**src/rtl/pwm_pkg.sv**
```systemverilog
// Shared types and helpers for the PWM timer group.
// Assumes mode words are 12 bits and output control words are 4 bits.
package pwm_pkg;

    localparam int MODE_W = 12;
    localparam int OUTC_W = 4;

    // Slave mode word, MSB first: edge sel, count source, clock sel, trigger sel, mode.
    typedef struct packed {
        logic [1:0] edge_sel;
        logic       cnt_src;
        logic [1:0] clk_sel;
        logic [2:0] trg_sel;
        logic [3:0] mode;
    } smode_t;

    // Slave output control word: slave-mode, manual level, polarity, enable.
    typedef struct packed {
        logic slave_mode;
        logic manual;
        logic pol;
        logic oe;
    } soutc_t;

    // Picks the count tick for a clock-select code; unsupported codes never tick.
    function automatic logic pick_tick(input logic [1:0] sel, input logic en0, input logic en1);
        case (sel)
            2'b00:   pick_tick = en0;
            2'b10:   pick_tick = en1;
            default: pick_tick = 1'b0;
        endcase
    endfunction

endpackage

```
**src/rtl/pwm_regs.sv**
```systemverilog
// Register file for the PWM timer group.
// Holds the master period and control plus per-slave duty, mode and output control.
// Assumes single-cycle writes; no read path is provided.
module pwm_regs
    import pwm_pkg::*;
#(
    parameter int CNT_W  = 16,
    parameter int NS     = 2,
    parameter int ADDR_W = 4
) (
    input  logic                          clk,
    input  logic                          rst_n,
    input  logic                          wr_en,
    input  logic [ADDR_W-1:0]             wr_addr,
    input  logic [CNT_W-1:0]              wr_data,
    output logic [CNT_W-1:0]              period,
    output logic                          run,
    output logic [1:0]                    m_clk_sel,
    output logic [NS-1:0][CNT_W-1:0]      duty,
    output logic [NS-1:0][MODE_W-1:0]     mode,
    output logic [NS-1:0][OUTC_W-1:0]     outc
);

    logic [CNT_W-1:0] period_q;
    logic [2:0]       mctrl_q;

    // Master period and control registers.
    always_ff @(posedge clk) begin
        if (!rst_n) begin
            period_q <= '0;
            mctrl_q  <= '0;
        end else if (wr_en) begin
            if (wr_addr == ADDR_W'(0)) period_q <= wr_data;
            if (wr_addr == ADDR_W'(1)) mctrl_q  <= wr_data[2:0];
        end
    end

    assign period    = period_q;
    assign run       = mctrl_q[0];
    assign m_clk_sel = mctrl_q[2:1];

    for (genvar s = 0; s < NS; s++) begin : g_slv
        localparam int BASE = 4 * (s + 1);
        logic [CNT_W-1:0]  duty_q;
        logic [MODE_W-1:0] mode_q;
        logic [OUTC_W-1:0] outc_q;

        // Per-slave duty, mode and output control registers.
        always_ff @(posedge clk) begin
            if (!rst_n) begin
                duty_q <= '0;
                mode_q <= '0;
                outc_q <= '0;
            end else if (wr_en) begin
                if (wr_addr == ADDR_W'(BASE))     duty_q <= wr_data;
                if (wr_addr == ADDR_W'(BASE + 1)) mode_q <= wr_data[MODE_W-1:0];
                if (wr_addr == ADDR_W'(BASE + 2)) outc_q <= wr_data[OUTC_W-1:0];
            end
        end

        assign duty[s] = duty_q;
        assign mode[s] = mode_q;
        assign outc[s] = outc_q;
    end

endmodule

```
**src/rtl/pwm_master.sv**
```systemverilog
// Master interval counter: counts down on its selected tick and reloads the period.
// Issues a one-cycle period event on each tick where the count is zero.
// Assumes the count is cleared while stopped so the first tick after start fires.
module pwm_master
    import pwm_pkg::*;
#(
    parameter int CNT_W = 16
) (
    input  logic             clk,
    input  logic             rst_n,
    input  logic             run,
    input  logic [1:0]       clk_sel,
    input  logic             en0,
    input  logic             en1,
    input  logic [CNT_W-1:0] period,
    output logic             tick,
    output logic             trig,
    output logic [CNT_W-1:0] cnt
);

    logic [CNT_W-1:0] cnt_q;

    assign tick = pick_tick(clk_sel, en0, en1);
    assign trig = run && tick && (cnt_q == '0);
    assign cnt  = cnt_q;

    // Down-count with reload; held at zero when stopped.
    always_ff @(posedge clk) begin
        if (!rst_n || !run) begin
            cnt_q <= '0;
        end else if (tick) begin
            cnt_q <= (cnt_q == '0) ? period : cnt_q - 1'b1;
        end
    end

endmodule

```
**src/rtl/pwm_slave.sv**
```systemverilog
// Slave one-shot duty channel: loads its duty on an accepted period event, stays
// active for that many ticks, and drives a conditioned output pin.
// Assumes its tick matches the master's whenever its configuration is valid.
module pwm_slave
    import pwm_pkg::*;
#(
    parameter int CNT_W = 16
) (
    input  logic              clk,
    input  logic              rst_n,
    input  logic              trig,
    input  logic [1:0]        m_clk_sel,
    input  logic              en0,
    input  logic              en1,
    input  logic [CNT_W-1:0]  duty,
    input  logic [MODE_W-1:0] mode_w,
    input  logic [OUTC_W-1:0] outc_w,
    output logic              armed,
    output logic              active,
    output logic [CNT_W-1:0]  cnt,
    output logic              pin
);

    smode_t           md;
    soutc_t           oc;
    logic             tick;
    logic             accept;
    logic             active_q;
    logic [CNT_W-1:0] cnt_q;

    assign md   = smode_t'(mode_w);
    assign oc   = soutc_t'(outc_w);
    assign tick = pick_tick(md.clk_sel, en0, en1);

    // Configuration check: one-shot mode, master trigger, internal clock, matching prescaler.
    assign armed = (md.mode[3:1] == 3'b100) && (md.trg_sel == 3'b100) && !md.cnt_src
                && (md.edge_sel == 2'b00) && (md.clk_sel == m_clk_sel);

    assign accept = trig && armed && (!active_q || md.mode[0]);

    // Load on accepted event (wins over expiry), otherwise count down while active.
    always_ff @(posedge clk) begin
        if (!rst_n) begin
            active_q <= 1'b0;
            cnt_q    <= '0;
        end else if (accept) begin
            active_q <= (duty != '0);
            cnt_q    <= duty;
        end else if (tick && active_q) begin
            cnt_q <= cnt_q - 1'b1;
            if (cnt_q == CNT_W'(1)) active_q <= 1'b0;
        end
    end

    // Pin: counted level with polarity when enabled in slave mode, else the manual level.
    assign pin    = (oc.oe && oc.slave_mode) ? (active_q ^ oc.pol) : oc.manual;
    assign active = active_q;
    assign cnt    = cnt_q;

endmodule

```
**src/rtl/pwm_group_top.sv**
```systemverilog
// PWM timer group top: one master period counter driving NUM_SLAVES one-shot
// duty channels, configured through a write-only register port.
// Assumes clock enables are single-cycle pulses synchronous to clk.
module pwm_group_top
    import pwm_pkg::*;
#(
    parameter int CNT_W      = 16,
    parameter int NUM_SLAVES = 2,
    parameter int ADDR_W     = 4
) (
    input  logic                  clk,
    input  logic                  rst_n,
    input  logic                  wr_en,
    input  logic [ADDR_W-1:0]     wr_addr,
    input  logic [CNT_W-1:0]      wr_data,
    input  logic                  clk_en0,
    input  logic                  clk_en1,
    output logic [NUM_SLAVES-1:0] pwm_out
);

    logic [CNT_W-1:0]                    period;
    logic                                run;
    logic [1:0]                          m_clk_sel;
    logic [NUM_SLAVES-1:0][CNT_W-1:0]    duty;
    logic [NUM_SLAVES-1:0][MODE_W-1:0]   mode;
    logic [NUM_SLAVES-1:0][OUTC_W-1:0]   outc;
    logic                                m_tick;
    logic                                m_trig;
    logic [CNT_W-1:0]                    m_cnt;
    logic [NUM_SLAVES-1:0]               s_armed;
    logic [NUM_SLAVES-1:0]               s_active;
    logic [NUM_SLAVES-1:0][CNT_W-1:0]    s_cnt;

    pwm_regs #(.CNT_W(CNT_W), .NS(NUM_SLAVES), .ADDR_W(ADDR_W)) u_regs (
        .clk       (clk),
        .rst_n     (rst_n),
        .wr_en     (wr_en),
        .wr_addr   (wr_addr),
        .wr_data   (wr_data),
        .period    (period),
        .run       (run),
        .m_clk_sel (m_clk_sel),
        .duty      (duty),
        .mode      (mode),
        .outc      (outc)
    );

    pwm_master #(.CNT_W(CNT_W)) u_master (
        .clk     (clk),
        .rst_n   (rst_n),
        .run     (run),
        .clk_sel (m_clk_sel),
        .en0     (clk_en0),
        .en1     (clk_en1),
        .period  (period),
        .tick    (m_tick),
        .trig    (m_trig),
        .cnt     (m_cnt)
    );

    for (genvar s = 0; s < NUM_SLAVES; s++) begin : g_ch
        pwm_slave #(.CNT_W(CNT_W)) u_slave (
            .clk       (clk),
            .rst_n     (rst_n),
            .trig      (m_trig),
            .m_clk_sel (m_clk_sel),
            .en0       (clk_en0),
            .en1       (clk_en1),
            .duty      (duty[s]),
            .mode_w    (mode[s]),
            .outc_w    (outc[s]),
            .armed     (s_armed[s]),
            .active    (s_active[s]),
            .cnt       (s_cnt[s]),
            .pin       (pwm_out[s])
        );
    end

endmodule

```
**config.mk**
```make
export PLATFORM = sky130hd
export DESIGN_NAME = pwm_group_top
export DESIGN_NICKNAME = d
export VERILOG_FILES = /design/src/rtl/pwm_pkg.sv /design/src/rtl/pwm_regs.sv /design/src/rtl/pwm_master.sv /design/src/rtl/pwm_slave.sv /design/src/rtl/pwm_group_top.sv
export SDC_FILE = /design/constraint.sdc
export NUM_CORES = 1
export LEC_CHECK = 0
export BUFFER_PORTS_ARGS = -buffer_cell sky130_fd_sc_hd__buf_2
export CAP_MARGIN = 10
export CORE_ASPECT_RATIO = 1.2
export CORE_MARGIN = 8
export CORE_UTILIZATION = 30
export CTS_CLUSTER_DIAMETER = 150
export DETAILED_ROUTE_END_ITERATION = 6
export PLACE_DENSITY = 0.58
export SYNTH_ARGS = -nofsm -noshare
export SYNTH_HDL_FRONTEND = slang
export SYNTH_HIERARCHICAL = 1
export SYNTH_SLANG_ARGS = --single-unit
```
**constraint.sdc**
```tcl
create_clock -name clk -period 2.82 [get_ports clk]
set_input_delay 0.282 -clock clk [delete_from_list [all_inputs] [get_ports clk]]
set_output_delay 0.282 -clock clk [all_outputs]
set_load 0.1 [all_outputs]
```
==> results of run 1 <==
-- worst paths after layout --
path	endpoint	slack [ns]	cells past startpoint	startpoint
setup / recovery	g_ch[1].u_slave/cnt[5]	0.21	10	u_master/cnt[1]
hold / removal	u_regs/period[12]	0.26	3	wr_data[12]
setup reg to reg	g_ch[1].u_slave/cnt[5]	0.21	10	u_master/cnt[1]
hold reg to reg	u_regs/g_slv[0].mode_q[11]	0.45	2	u_regs/g_slv[0].mode_q[11]
-- power groups by stage --
| stage | combinational, mW | sequential [mW] | clock, mW |
|---|---|---|---|
| 6_report | 0.191 | 1.91 | 2.23 |
| 5_1_grt | 0.209 | 1.91 | 2.36 |
| 4_1_cts | 0.192 | 1.91 | 2.27 |
| 3_5_place_dp | 0.192 | 1.95 | 0 |
| 3_3_place_gp | 0.192 | 1.95 | 0 |
| 2_1_floorplan | 0.120 | 1.94 | 0 |
-- cell usage in the layout, fill, tap and decap left out, drive strengths merged, types with 3 or more instances in the layout --
| cell | n |
|---|---|
| dfxtp | 133 |
| clkbuf | 18 |
| bufinv | 3 |
| or4b | 4 |
| nand2b | 4 |
| xnor2 | 23 |
| a21oi | 35 |
| or3 | 10 |
| nand2 | 122 |
| ha | 6 |
| or3b | 3 |
| o31ai | 3 |
| nand4 | 8 |
| or4 | 5 |
| nand4b | 6 |
| nand3 | 10 |
| nor4b | 3 |
| o211a | 4 |
| a31oi | 7 |
| inv | 11 |
| clkinv | 8 |
| o311ai | 3 |
| buf | 46 |
| nor4 | 18 |
| o22ai | 6 |
| xor2 | 9 |
| nor3 | 16 |
| nor3b | 5 |
| nor2 | 28 |
| or2 | 3 |
| nand3b | 4 |
| mux2i | 94 |
| o211ai | 3 |
| o21ai | 35 |
-- worst min-delay path: stages --
cell     delay (ns)
buf_2          0.11
nand2_1        0.13
mux2i_1        0.08
-- per-layer routing --
| layer | up-vias | global-route usage [%] |
|---|---|---|
| met4 | 0 | 5.06 |
| met2 | 98 | 22.1 |
| met1 | 2332 | 15.4 |
| met3 | 18 | 2.34 |
| met5 | - | 0 |
| li1 | 2524 | - |
-- final cells by class --
cell class | instances | area (µm²) | area share (%)
clock buffers | 18 | 439 | 5.99
clock inverters | 13 | 156 | 2.13
inverters | 11 | 41.3 | 0.564
multi-input cells | 505 | 3410 | 46.5
flip-flops and latches | 133 | 2660 | 36.3
well taps | 270 | 338 | 4.61
repair buffers | 46 | 283 | 3.86
-- registers in the layout (all words and copies together) (netlist names) --
register and cells:
u_regs/g_slv.mode_q 24, u_regs/g_slv.outc_q 8, g_ch.u_slave/cnt 32, u_master/cnt 16, u_regs/mctrl_q 3, u_regs/g_slv.duty_q 32
u_regs/period 16, g_ch.u_slave/active 2
-- through the flow --
stage | setup WS, ns | hold WS [ns] | instance area (µm²)
4_1_cts | 0.175 | 0.253 | 7320
3_5_place_dp | 0.179 | 0.443 | 6730
2_1_floorplan | 0.0610 | 0.410 | 6350
5_1_grt | 0.00573 | 0.270 | 7330
3_3_place_gp | 0.246 | 0.439 | 6730
6_report | 0.210 | 0.255 | 7330
-- repair_timing --
action                                  in CTS  in global routing
endpoints found under the setup margin       0                 15
gates resized for setup                      0                  2
setup buffers                                0                  0
endpoints found under the hold margin        0                  0
==> flow_summary_export.csv, run 1 <==
group,metric,value,unit
layout,diodes,0,
synthesis,yosysWarnings,6,
floorplanning,core_area,20900,µm²
pwr,combPwrFrac,4.4,%
floorplanning,die_area,26100,µm²
clocking,cts_tree,"built",
timing,fin_worst_skew,0.0107,ns
drt,wl_met3,566,µm
clocking,clockBufferDepth,2,
clocking,htree_num_levels,4,
setup_path,crit_arrival,2.90,ns
run_status,outcome,"finished clean",
layout,layout.nets,745,
drt,via_per_inst,4.99,
clocking,hold_buffers,0,
drt,avgRoutedWirePerCell,16.3,µm
grt,overflow,0,
synthesis,syn-num-nets,716,
clocking,cts.clk_slew.worst_paths,0.06,ns
clocking,clk_latency,0.41,ns
pwr,p_per_area,591,nW/µm²
place,dp.cells,965,
grt,grt_max_degree,52,
timing,finalSetupTns,0,ns
setup_path,cp-start-kind,"flip-flop",
layout,drive_above_1_share,14.0,%
pwr,power,4.33,mW
timing,setup_viol,0,
timing,slew_violations,0,
drt,antenna_left,0,
layout,fill_cells,2180,
setup_path,cpLargestDelayFamily,"simple AND/OR/NAND/NOR gates",
setup_path,crit_type,"flip-flop to flip-flop",
pwr,p_clk_share,51.5,%
pwr,power.leakage,2.99,nW
timing,fin_crit,2.61,ns
floorplanning,die_x,149,µm
grt,grt_pass1_vias,5010,
drt,vias,4972,
floorplanning,row_count,58,
timing,fin_crit_sh,92.6,%
setup_path,crit_top_cell,"o21ai_0",
timing,worstMarginPinSlew,0.953,ns
drt,drc,0,
pwr,p_switching,963,µW
pwr,ir_worst_vdd,0.000386,V
timing,timing.fmax,383,MHz
layout,utilization,35.1,%
pwr,switching_share,22.2,%
clocking,numCtsBuffers,17,
floorplanning,die_h,175,µm
grt,grt_pass1_wl,26.5,mm
setup_path,crit_chain,"inv_1 > ha_1 > or4b_4 > nor4_4 > and3_1 > o21ai_0 > or3_1 > buf_4 > o21ai_0 > a21oi_1",
setup_path,cp_data_required_time,3.11,ns
layout,area_delta_synth_final,15.4,%
synthesis,syn_area,6350,µm²
timing,max_slew_margin,36.5,%
place,globalplace.congestion,0.871,
layout,stdcell_count,996,
grt,antenna_found_initial,0,
setup_path,critPathBufInv,2,
synthesis,syn_inst,685,
pwr,pwr-share-seq,44.1,%
setup_path,worst_path_max_delay_cell,"or4b_4",
pwr,p_int,3.36,mW
drt,route.top_layer_used,"met4",
floorplanning,ioPinCount,27,
place,port_buffers,26,
place,hpwl,11.5,mm
drt,wl_met1,7.36,mm
setup_path,cp-end-kind,"flip-flop",
flow_run,drv_cap,0,
drt,dr.pass1.iters,4,
floorplanning,start_util,30.4,%
setup_path,slowest_delay,0.49,ns
timing,rsz0062_at_grt,"no",
drt,drt-total-wl,16.3,mm
clocking,cts.sinks,133,
grt,track_usage,12.8,%
clocking,cts-root-buf,"clkbuf_16",
min_path,hold_path.class,"input pin to flip-flop",
synthesis,avgSynthCellArea,9.27,µm²
setup_path,critical_path_peak_fanout,27,
drt,drt_iter0_markers,277,
drt,met2WireLength,8.04,mm
timing,hold_viol,0,
No activity file was read; power rests on OpenSTA's default activity.
==> run 2, diff against run 1 <==
--- a/config.mk
+++ b/config.mk
@@ -12,7 +12,7 @@
 export CORE_UTILIZATION = 30
 export CTS_CLUSTER_DIAMETER = 150
 export DETAILED_ROUTE_END_ITERATION = 6
-export PLACE_DENSITY = 0.58
+export PLACE_DENSITY_LB_ADDON = 0.1
 export SYNTH_ARGS = -nofsm -noshare
 export SYNTH_HDL_FRONTEND = slang
 export SYNTH_HIERARCHICAL = 1
==> flow_summary_export.csv, run 2 (same netlist as run 1, synthesis figures left out) <==
group,metric,value,unit
run_status,outcome,"finished clean",
setup_path,r2r_cells,10,
floorplanning,die_h,175,µm
floorplanning,die_x,149,µm
setup_path,crit_top_cell,"o21ai_0",
layout,diodes,0,
pwr,combPwrFrac,4.4,%
grt,met3_usage,2.73,%
flow_run,drv_cap,0,
clocking,htree_num_levels,4,
timing,timing.fmax,374,MHz
floorplanning,row_count,58,
drt,vias,5112,
clocking,clockBufferDepth,2,
place,pre_cts_ws,0.102,ns
setup_path,crit_type,"flip-flop to flip-flop",
clocking,cts.sinks,133,
min_path,min_to,"u_regs/period[14]",
place,port_buffers,26,
layout,area_delta_synth_final,16.0,%
timing,hold_viol,0,
layout,utilization,35.2,%
drt,avgRoutedWirePerCell,18.3,µm
clocking,numCtsBuffers,17,
pwr,power.leakage,2.99,nW
grt,met1_usage,17.2,%
place,hpwl,12.6,mm
grt,antenna_found_initial,0,
grt,grt_pass1_vias,5171,
clocking,cts.clk_slew.worst_paths,0.06,ns
min_path,hold_path.class,"input pin to flip-flop",
pwr,p_per_area,600,nW/µm²
min_path,worstHoldStart,"rst_n",
clocking,clk_latency,0.42,ns
setup_path,r2r_end,"g_ch[1].u_slave/cnt[8]",
setup_path,cp-end-kind,"flip-flop",
clocking,post_cts_buffers,0,
grt,grt_max_degree,126,
drt,drt-total-wl,18.2,mm
setup_path,crit_arrival,2.96,ns
floorplanning,start_util,30.4,%
setup_path,cp_data_required_time,3.11,ns
drt,drc,0,
drt,antenna_left,0,
drt,dr.pass1.iters,5,
grt,grt.busiest_layer,"met2",
floorplanning,die_area,26100,µm²
clocking,cts-root-buf,"clkbuf_16",
min_path,worstHoldPathCells,3,
setup_path,crit_chain,"inv_1 > ha_1 > or4b_4 > nor4_4 > and3_4 > o21ai_0 > or3_1 > buf_4 > o21ai_0 > a21oi_1",
pwr,ir_worst_vdd,0.000396,V
floorplanning,ioPinCount,27,
setup_path,critical_path_peak_fanout,27,
setup_path,worstReg2RegStart,"u_master/cnt[1]",
setup_path,cp-start-kind,"flip-flop",
layout,final_common_cell,"dfxtp_1",
setup_path,slowest_delay,0.49,ns
layout,layout_common_cells,"133 x dfxtp_1, 121 x nand2_1, 94 x mux2i_1",
timing,slew_violations,0,
place,place_area,6740,µm²
pwr,p_clk_share,52.3,%
layout,layout.nets,743,
timing,fin_crit,2.67,ns
pwr,pwr-share-seq,43.2,%
timing,worstMarginPinSlew,1.05,ns
setup_path,r2r_setup_slack,0.15,ns
drt,via_per_inst,5.14,
timing,setup_viol,0,
grt,use_met2,24.6,%
setup_path,worst_path_max_delay_cell,"or4b_4",
timing,finalWorstSetupSlack,0.146,ns
timing,fin_crit_sh,94.8,%
grt,track_usage,14.3,%
drt,drt_iter0_markers,324,
timing,fin_worst_skew,0.00945,ns
grt,overflow,0,
place,globalplace.congestion,0.794,
layout,drive_above_1_share,13.9,%
layout,final_area,7360,µm²
timing,max_slew_margin,30.1,%
pwr,p_int,3.42,mW
grt,grt_pass1_wl,28.8,mm
floorplanning,core_area,20900,µm²
clocking,cts_tree,"built",
pwr,switching_share,22.5,%
pwr,p_switching,992,µW
run 2: cell count changes in the layout (fill, tap and decap cells not counted):
cell | before | now
buf_4 | 21 | 17
clkinvlp_4 | 2 | 3
o21ai_1 | 16 | 17
o21ai_0 | 19 | 18
and3_4 | 0 | 1
clkinv_2 | 5 | 2
clkbuf_8 | 1 | 3
clkbuf_1 | 0 | 1
buf_12 | 0 | 2
and3_1 | 2 | 1
run 2: routing by layer:
layer,part of all wire [%],vias up
met5,0,-
met4,1.8,0
met3,2.9,24
met2,51,83
met1,45,2493
li1,-,2512
run 2: layout make-up:
cell class / count / area, µm²
repair buffers: 44 / 293
clock inverters: 11 / 149
inverters: 11 / 41.3
multi-input cells: 505 / 3410
flip-flops and latches: 133 / 2660
clock buffers: 21 / 470
well taps: 270 / 338
fillers: 2156 / 13500
run 2: how the worst max path moves through the flow:
| stage | startpoint | slack, ns | cells after the start | end |
|---|---|---|---|---|
| detailed placement | u_master/cnt[0] | 0.10 | 10 | g_ch[1].u_slave/cnt[11] |
| finish | u_master/cnt[1] | 0.15 | 10 | g_ch[1].u_slave/cnt[8] |
| global placement | u_master/cnt[0] | 0.11 | 10 | g_ch[1].u_slave/cnt[5] |
| CTS | u_master/cnt[0] | 0.07 | 10 | g_ch[1].u_slave/cnt[8] |
| floorplan | u_master/cnt[0] | 0.06 | 10 | g_ch[0].u_slave/cnt[0] |
| global route | u_master/cnt[0] | -0.004 | 10 | g_ch[1].u_slave/cnt[15] |
run 2: metrics by stage:
stage	setup TNS, ns	power (mW)	hold WS (ns)	cells
floorplan	0	2.06	0.410	685
CTS	0	4.48	0.214	995
global placement	0	2.15	0.438	963
global route	-0.00952	4.59	0.221	995
finish	0	4.42	0.227	995
detailed placement	0	2.15	0.446	963
run 2: power groups by stage:
stage          clock (mW)  combinational [mW]  sequential [mW]
2_1_floorplan           0               0.120             1.94
3_5_place_dp            0               0.199             1.95
6_report             2.31               0.196             1.91
5_1_grt              2.47               0.215             1.91
3_3_place_gp            0               0.196             1.95
4_1_cts              2.37               0.199             1.91
run 2: what timing repair did:
item / 4_1_cts / 5_1_grt
endpoints found under the setup margin: 0 / 21
resized for setup: 0 / 4
hold buffers: 0 / 0
run 2: critical path, delay by kind of cell, from the launching register on:
family / cells / cell delay, ns
DFF: 1 / 0.31
adders and majority gates: 1 / 0.17
and+or+nand+nor: 4 / 1.38
AOI/OAI and AO/OA: 3 / 0.35
buffers and inverters: 2 / 0.32
